--- config.mk ---
export PLATFORM = sky130hd
export DESIGN_NAME = shared_timer_cmp
export DESIGN_NICKNAME = d
export VERILOG_FILES = /design/src/rtl/shared_timer_cmp.sv
export SDC_FILE = /design/constraint.sdc
export NUM_CORES = 2
export LEC_CHECK = 0
export BUFFER_PORTS_ARGS = -buffer_cell sky130_fd_sc_hd__buf_4
export CORE_ASPECT_RATIO = 1.4
export CORE_MARGIN = 2
export CORE_UTILIZATION = 50
export CTS_CLUSTER_DIAMETER = 30
export CTS_CLUSTER_SIZE = 28
export DETAILED_ROUTE_END_ITERATION = 12
export PLACE_DENSITY = 0.63
export RECOVER_POWER = 100
export SLEW_MARGIN = 10
export SYNTH_ARGS = -nofsm -noshare
export SYNTH_HDL_FRONTEND = slang
export SYNTH_SLANG_ARGS = --single-unit
--- constraint.sdc ---
create_clock -name clk -period 3 [get_ports clk]
set_input_delay 0.3 -clock clk [delete_from_list [all_inputs] [get_ports clk]]
set_output_delay 0.3 -clock clk [all_outputs]
set_load 0.005 [all_outputs]
--- src/rtl/shared_timer_cmp.sv ---
module shared_timer_cmp #(
  parameter int NUM_VP     = 4,
  parameter int CNT_W      = 64,
  parameter int NUM_SHARED = 64,
  parameter int AW         = 8,
  localparam int VPW       = (NUM_VP > 1) ? $clog2(NUM_VP) : 1
) (
  input  logic              clk,
  input  logic              rst_n,
  input  logic              reg_we,
  input  logic              reg_wide,
  input  logic              reg_local,
  input  logic [VPW-1:0]    reg_vp,
  input  logic [AW-1:0]     reg_addr,
  input  logic [63:0]       reg_wdata,
  output logic [63:0]       reg_rdata,
  output logic [NUM_VP-1:0] cmp_pend
);
  localparam logic [AW-1:0] A_CFG    = AW'('h000);
  localparam logic [AW-1:0] A_CNT_LO = AW'('h010);
  localparam logic [AW-1:0] A_CNT_HI = AW'('h014);
  localparam logic [AW-1:0] A_PEND   = AW'('h004);
  localparam logic [AW-1:0] A_CMP_LO = AW'('h0a0);
  localparam logic [AW-1:0] A_CMP_HI = AW'('h0a4);
  localparam logic [3:0]    WCODE    = 4'((CNT_W - 32) / 4);
  localparam logic [7:0]    SCODE    = 8'(NUM_SHARED / 8 - 1);
  localparam logic [6:0]    VCODE    = 7'(NUM_VP - 1);

  logic [CNT_W-1:0]           cnt_q;
  logic [31:0]                cnt_stage;
  logic                       stop_q;
  logic [NUM_VP-1:0][63:0]    cmp_q;
  logic [NUM_VP-1:0][31:0]    cmp_stage;
  logic [NUM_VP-1:0]          cmp_wr;

  wire        sh_wr      = reg_we & ~reg_local;
  wire        lc_wr      = reg_we &  reg_local;
  wire        vp_ok      = 32'(reg_vp) < NUM_VP;
  wire        cfg_wr     = sh_wr & (reg_addr == A_CFG);
  wire        cnt_lo_wr  = sh_wr & ~reg_wide & (reg_addr == A_CNT_LO);
  wire        cnt_commit = sh_wr & (( reg_wide & (reg_addr == A_CNT_LO)) |
                                    (~reg_wide & (reg_addr == A_CNT_HI)));
  wire [63:0] cnt_new    = reg_wide ? reg_wdata : {reg_wdata[31:0], cnt_stage};
  wire [63:0] cnt64      = 64'(cnt_q);
  wire [31:0] cfg_word   = {3'b000, stop_q, WCODE, SCODE, 9'd0, VCODE};

  always_ff @(posedge clk) begin
    if (!rst_n) begin
      cnt_q     <= '0;
      cnt_stage <= '0;
      stop_q    <= 1'b0;
    end else begin
      if (cfg_wr)         stop_q    <= reg_wdata[28];
      if (cnt_lo_wr)      cnt_stage <= reg_wdata[31:0];
      if (cnt_commit)     cnt_q     <= cnt_new[CNT_W-1:0];
      else if (!stop_q)   cnt_q     <= cnt_q + 1'b1;
    end
  end

  for (genvar v = 0; v < NUM_VP; v++) begin : g_vp
    wire sel      = lc_wr & vp_ok & (reg_vp == VPW'(v));
    wire stage_wr = sel & ~reg_wide & (reg_addr == A_CMP_LO);
    assign cmp_wr[v] = sel & (( reg_wide & (reg_addr == A_CMP_LO)) |
                              (~reg_wide & (reg_addr == A_CMP_HI)));

    always_ff @(posedge clk) begin
      if (!rst_n) begin
        cmp_q[v]     <= '1;
        cmp_stage[v] <= '0;
        cmp_pend[v]  <= 1'b0;
      end else begin
        if (stage_wr) cmp_stage[v] <= reg_wdata[31:0];
        if (cmp_wr[v]) begin
          cmp_q[v]    <= reg_wide ? reg_wdata : {reg_wdata[31:0], cmp_stage[v]};
          cmp_pend[v] <= 1'b0;
        end else if (cnt64 >= cmp_q[v]) begin
          cmp_pend[v] <= 1'b1;
        end
      end
    end
  end

  always_comb begin
    reg_rdata = '0;
    if (!reg_local) begin
      case (reg_addr)
        A_CFG:    reg_rdata[31:0] = cfg_word;
        A_CNT_LO: reg_rdata       = reg_wide ? cnt64 : {32'd0, cnt64[31:0]};
        A_CNT_HI: reg_rdata[31:0] = cnt64[63:32];
        default:  reg_rdata       = '0;
      endcase
    end else if (vp_ok) begin
      case (reg_addr)
        A_PEND:   reg_rdata[1]    = cmp_pend[reg_vp];
        A_CMP_LO: reg_rdata       = reg_wide ? cmp_q[reg_vp] : {32'd0, cmp_q[reg_vp][31:0]};
        A_CMP_HI: reg_rdata[31:0] = cmp_q[reg_vp][63:32];
        default:  reg_rdata       = '0;
      endcase
    end
  end
endmodule

==> flow_summary_export.csv <==
group,metric,value,unit
outcome,status,"complete, but fails checks",
outcome,violations,"max-capacitance violations, max-slew violations",
global_route,grt_pass1_vias,26400,
setup_path,reg2reg_slack,0.008,ns
timing,hold_ws,0.0296,ns
floorplanning,initial_core_util,50.5,%
power_and_ir_drop,net-switching-power,4.78,mW
hold_path,whs_path_depth,3,
timing,setup_viol,0,
synthesis,synth_ff_type,"dfxtp_1",
synthesis,postSynthCellCount,3416,
timing,post-route-period-util,99.7,%
detailed_routing,drc,0,
cells_and_area,seq_area,0.00971,sq mm
timing,slew_headroom,-16.5,%
detailed_routing,vias_per_cell,6.10,
floorplanning,core,0.0575,sq mm
hold_path,min_delay_worst_endpoint,"cmp_stage[53]$_SDFFE_PN0P_",
detailed_routing,highest_layer,"met4",
synthesis,synth_top_cell_by_area,"dfxtp_1",
global_route,gr-total-overflow,0,
clock_network,clk_latency,0.68,ns
power_and_ir_drop,power_frac_seq,32.6,%
global_route,grt_max_degree,141,
setup_path,endpoint_kind,"flop",
floorplanning,io_pins,147,
power_and_ir_drop,leakagePower,18.5,nW
timing,finalHoldViolations,0,
cells_and_area,layoutNonFillerInstCount,4389,
power_and_ir_drop,ir_drop,467,uV
synthesis,synth_cell_types,59,
power_and_ir_drop,power.total,19.9,mW
power_and_ir_drop,powerDensity,562,mW/mm^2
synthesis,ys_ff_latch,485,
synthesis,async_flop_share,0,%
timing,maxSlewViolCount,407,
clock_network,numCtsBuffers,108,
hold_path,hold_class,"in2reg",
cells_and_area,n_fill_cell,5034,
timing,grt_setup_unrepaired,"no",
synthesis,ys_seq_area_share,33.4,%
detailed_routing,wl_per_cell,23.5,um
floorplanning,die_h,289,um
timing,fin_crit,2.99,ns
detailed_routing,vias,26800,
floorplanning,dieArea,0.0600,sq mm
place,post_dp_cell_area,0.0312,sq mm
place,dp_hpwl,71700,um
place,dp_cells,4155,
timing,tns,0,ns
detailed_routing,dr_wl_met3,6940,um
power_and_ir_drop,pwr-share-comb,4.9,%
detailed_routing,wl_met2,48500,um
synthesis,synth_edf_count,0,
setup_path,cp.required,3.50,ns
power_and_ir_drop,clkPwrFrac,62.6,%
hold_path,worstHoldStart,"reg_wdata[21]",
place,place.gp.congestion,0.923,
setup_path,crit_type,"reg2reg",
floorplanning,num_rows,104,
cells_and_area,diodes,0,
cells_and_area,fin_nets,3890,
detailed_routing,drt_first_pass_iters,6,
clock_network,htree_levels,3,
synthesis,syn-num-nets,3752,
setup_path,critical_path.startpoint,"cnt64[17]$_SDFFE_PN0P_",
clock_network,cts_tree,"built",
floorplanning,chipWidth,208,um
global_route,grt_pass1_wl,156000,um
run,cap_violations,6,
setup_path,worstPathArrival,3.50,ns
setup_path,cp-start-kind,"flop",
timing,clock_skew,0.0346,ns
synthesis,yosysWarnings,0,
synthesis,synth.area.top_cells,"dfxtp_1 33%, ha_1 11%, nand2_1 9.3%",
setup_path,r2r_end,"cmp_pend[2]$_SDFFE_PP0P_",
synthesis,synth_top_area_share,33.4,%
power_and_ir_drop,p_int,15.1,mW
detailed_routing,drtIter0Drc,2419,
cells_and_area,synthToLayoutAreaGrowth,21.7,%
clock_network,clk_pin_slew_worst_paths,0.05,ns
setup_path,r2r_cells,8,
cells_and_area,finalInstanceArea,0.0353,sq mm
power_and_ir_drop,netSwitchingFraction,24.1,%
setup_path,critPathMaxFanout,7,
clock_network,clock_sinks,485,
detailed_routing,wl,103000,um
global_route,antenna_found_initial,0,
cells_and_area,multi_input_comb_area,0.0174,sq mm
clock_network,cts_max_path_buffers,3,
timing,worst_pin_slew,1.75,ns
setup_path,r2r_start,"cnt64[17]$_SDFFE_PN0P_",
synthesis,syn-cell-area,0.0290,sq mm
cells_and_area,drive_above_1_share,15.5,%
timing,max_freq,0.334,GHz
place,port_buffers,146,
synthesis,syn_area_per_cell,8.50,sq um
clock_network,ctsRootBufferMaster,"clkbuf_16",
detailed_routing,ant_nets,0,
detailed_routing,wl_met1,42300,um
global_route,track_usage,33.6,%
## cells in the final DEF (no fill, tap or decap), drive strengths merged, types with 12 or more instances in the layout
| cell | synthesis | final |
|---|---|---|
| nand3 | 47 | 47 |
| mux2i | 166 | 166 |
| nor4 | 12 | 12 |
| bufinv | 0 | 14 |
| a221oi | 37 | 37 |
| a21oi | 165 | 165 |
| xnor2 | 28 | 28 |
| nand4 | 60 | 60 |
| a22oi | 32 | 32 |
| dlygate4sd3 | 0 | 31 |
| o21ai | 57 | 57 |
| buf | 26 | 177 |
| mux4 | 65 | 65 |
| ha | 257 | 257 |
| clkbuf | 233 | 203 |
| xor2 | 36 | 36 |
| a21boi | 162 | 162 |
| a22o | 33 | 33 |
| clkinv | 0 | 37 |
| a21o | 50 | 50 |
| o211ai | 259 | 259 |
| and4 | 15 | 15 |
| and3 | 17 | 17 |
| inv | 264 | 272 |
| nor3 | 17 | 17 |
| clkinvlp | 0 | 19 |
| nand2 | 719 | 719 |
| dfxtp | 485 | 485 |
| nor2 | 63 | 63 |
| mux2 | 28 | 28 |
## stage by stage
stage               utilization, %  setup slack [ns]
finish                        61.4           0.00760
global route                  61.4            0.0121
CTS                           61.6           0.00577
detailed placement            54.2            -0.262
global placement              54.2            -0.728
floorplan                        -             0.730
## power by group through the flow
stage                     Sequential, mW  Combinational (mW)  Clock [mW]
after floorplan                     6.60               0.545           0
after global placement              6.60               0.907           0
after detailed placement            6.60               0.914           0
after CTS                           6.47               0.950        12.5
after global routing                6.47                1.02        12.8
final                               6.48               0.964        12.4
## layer usage
metal,vias to the layer above,track usage [%]
li1,12400,-
met1,13000,42.1
met2,1037,56.3
met3,284,5.24
met4,0,17.5
met5,-,0
## worst max path at each step
stage	slack (ns)	to	depth (start not counted)
3_5_place_dp	-0.26	cmp_pend[2]$_SDFFE_PP0P_	9
6_report	0.008	cmp_pend[2]$_SDFFE_PP0P_	8
5_1_grt	0.01	cmp_q[211]$_SDFFE_PN1P_	6
4_1_cts	0.006	reg_rdata[1]	7
2_1_floorplan	0.73	cmp_pend[3]$_SDFFE_PP0P_	9
3_3_place_gp	-0.73	cmp_pend[0]$_SDFFE_PP0P_	8
## Yosys cell counts (7+ instances only)
| cell type | n |
|---|---|
| a21o_1 | 50 |
| nor2_1 | 63 |
| nand2_1 | 719 |
| a21boi_0 | 162 |
| xor2_1 | 36 |
| inv_1 | 264 |
| nand4_1 | 59 |
| xnor2_1 | 28 |
| buf_1 | 14 |
| buf_2 | 12 |
| nor2b_1 | 8 |
| a221oi_1 | 37 |
| clkbuf_1 | 232 |
| ha_1 | 257 |
| a22oi_1 | 32 |
| a2111oi_0 | 7 |
| mux4_2 | 65 |
| mux2_2 | 28 |
| nor3_1 | 16 |
| nor4_1 | 11 |
| nand3_1 | 47 |
| a22o_1 | 33 |
| nand2b_1 | 8 |
| dfxtp_1 | 485 |
| a211oi_1 | 8 |
| o211ai_1 | 259 |
| o211a_1 | 7 |
| mux2i_1 | 166 |
| and3_1 | 17 |
| and4_1 | 15 |
| o21ai_0 | 57 |
| a21oi_1 | 165 |
## worst max-delay path: stages (launching register included)
cell and delay, ns:
dfxtp_1 0.50, buf_4 0.23, ha_1 0.25, a21oi_1 0.21, o21ai_0 0.15, a221oi_1 0.51, o2bb2ai_1 0.18, a2111oi_2 0.69
nor3_1 0.10
## logic make-up after synthesis
logic type | after synthesis | share of synthesized area, %
multiplexers | 259 | 11.9
AND/OR/NAND/NOR | 984 | 14.5
XOR/XNOR | 64 | 1.93
adder cells (fa/ha/maj) | 257 | 11.1
AO/OA/AOI/OAI | 844 | 20.4
buffers and inverters | 523 | 6.82
flip-flops | 485 | 33.4
## flip-flops by register name, summed over array words and instances, names as in the netlist
signal     count
cnt64         64
stop_q         1
cmp_stage    128
cnt_stage     32
cmp_pend       4
cmp_q        256
## area by class of cell
cell class	instances	share of cell area, %
sequential	485	27.5
timing repair buffer	287	6.72
clock buffer	125	8.26
inverter	264	2.80
tap	742	2.63
multi-input combinational	2408	49.3
clock inverter	78	2.80
## repair_timing
action                                 4_1_cts  5_1_grt
resized for setup                            7        5
endpoints found under the hold margin      150        0
hold buffers                                31        0
setup endpoints to repair                    3        2
setup buffers                                0        0
Power figures use the tool's default switching activity.
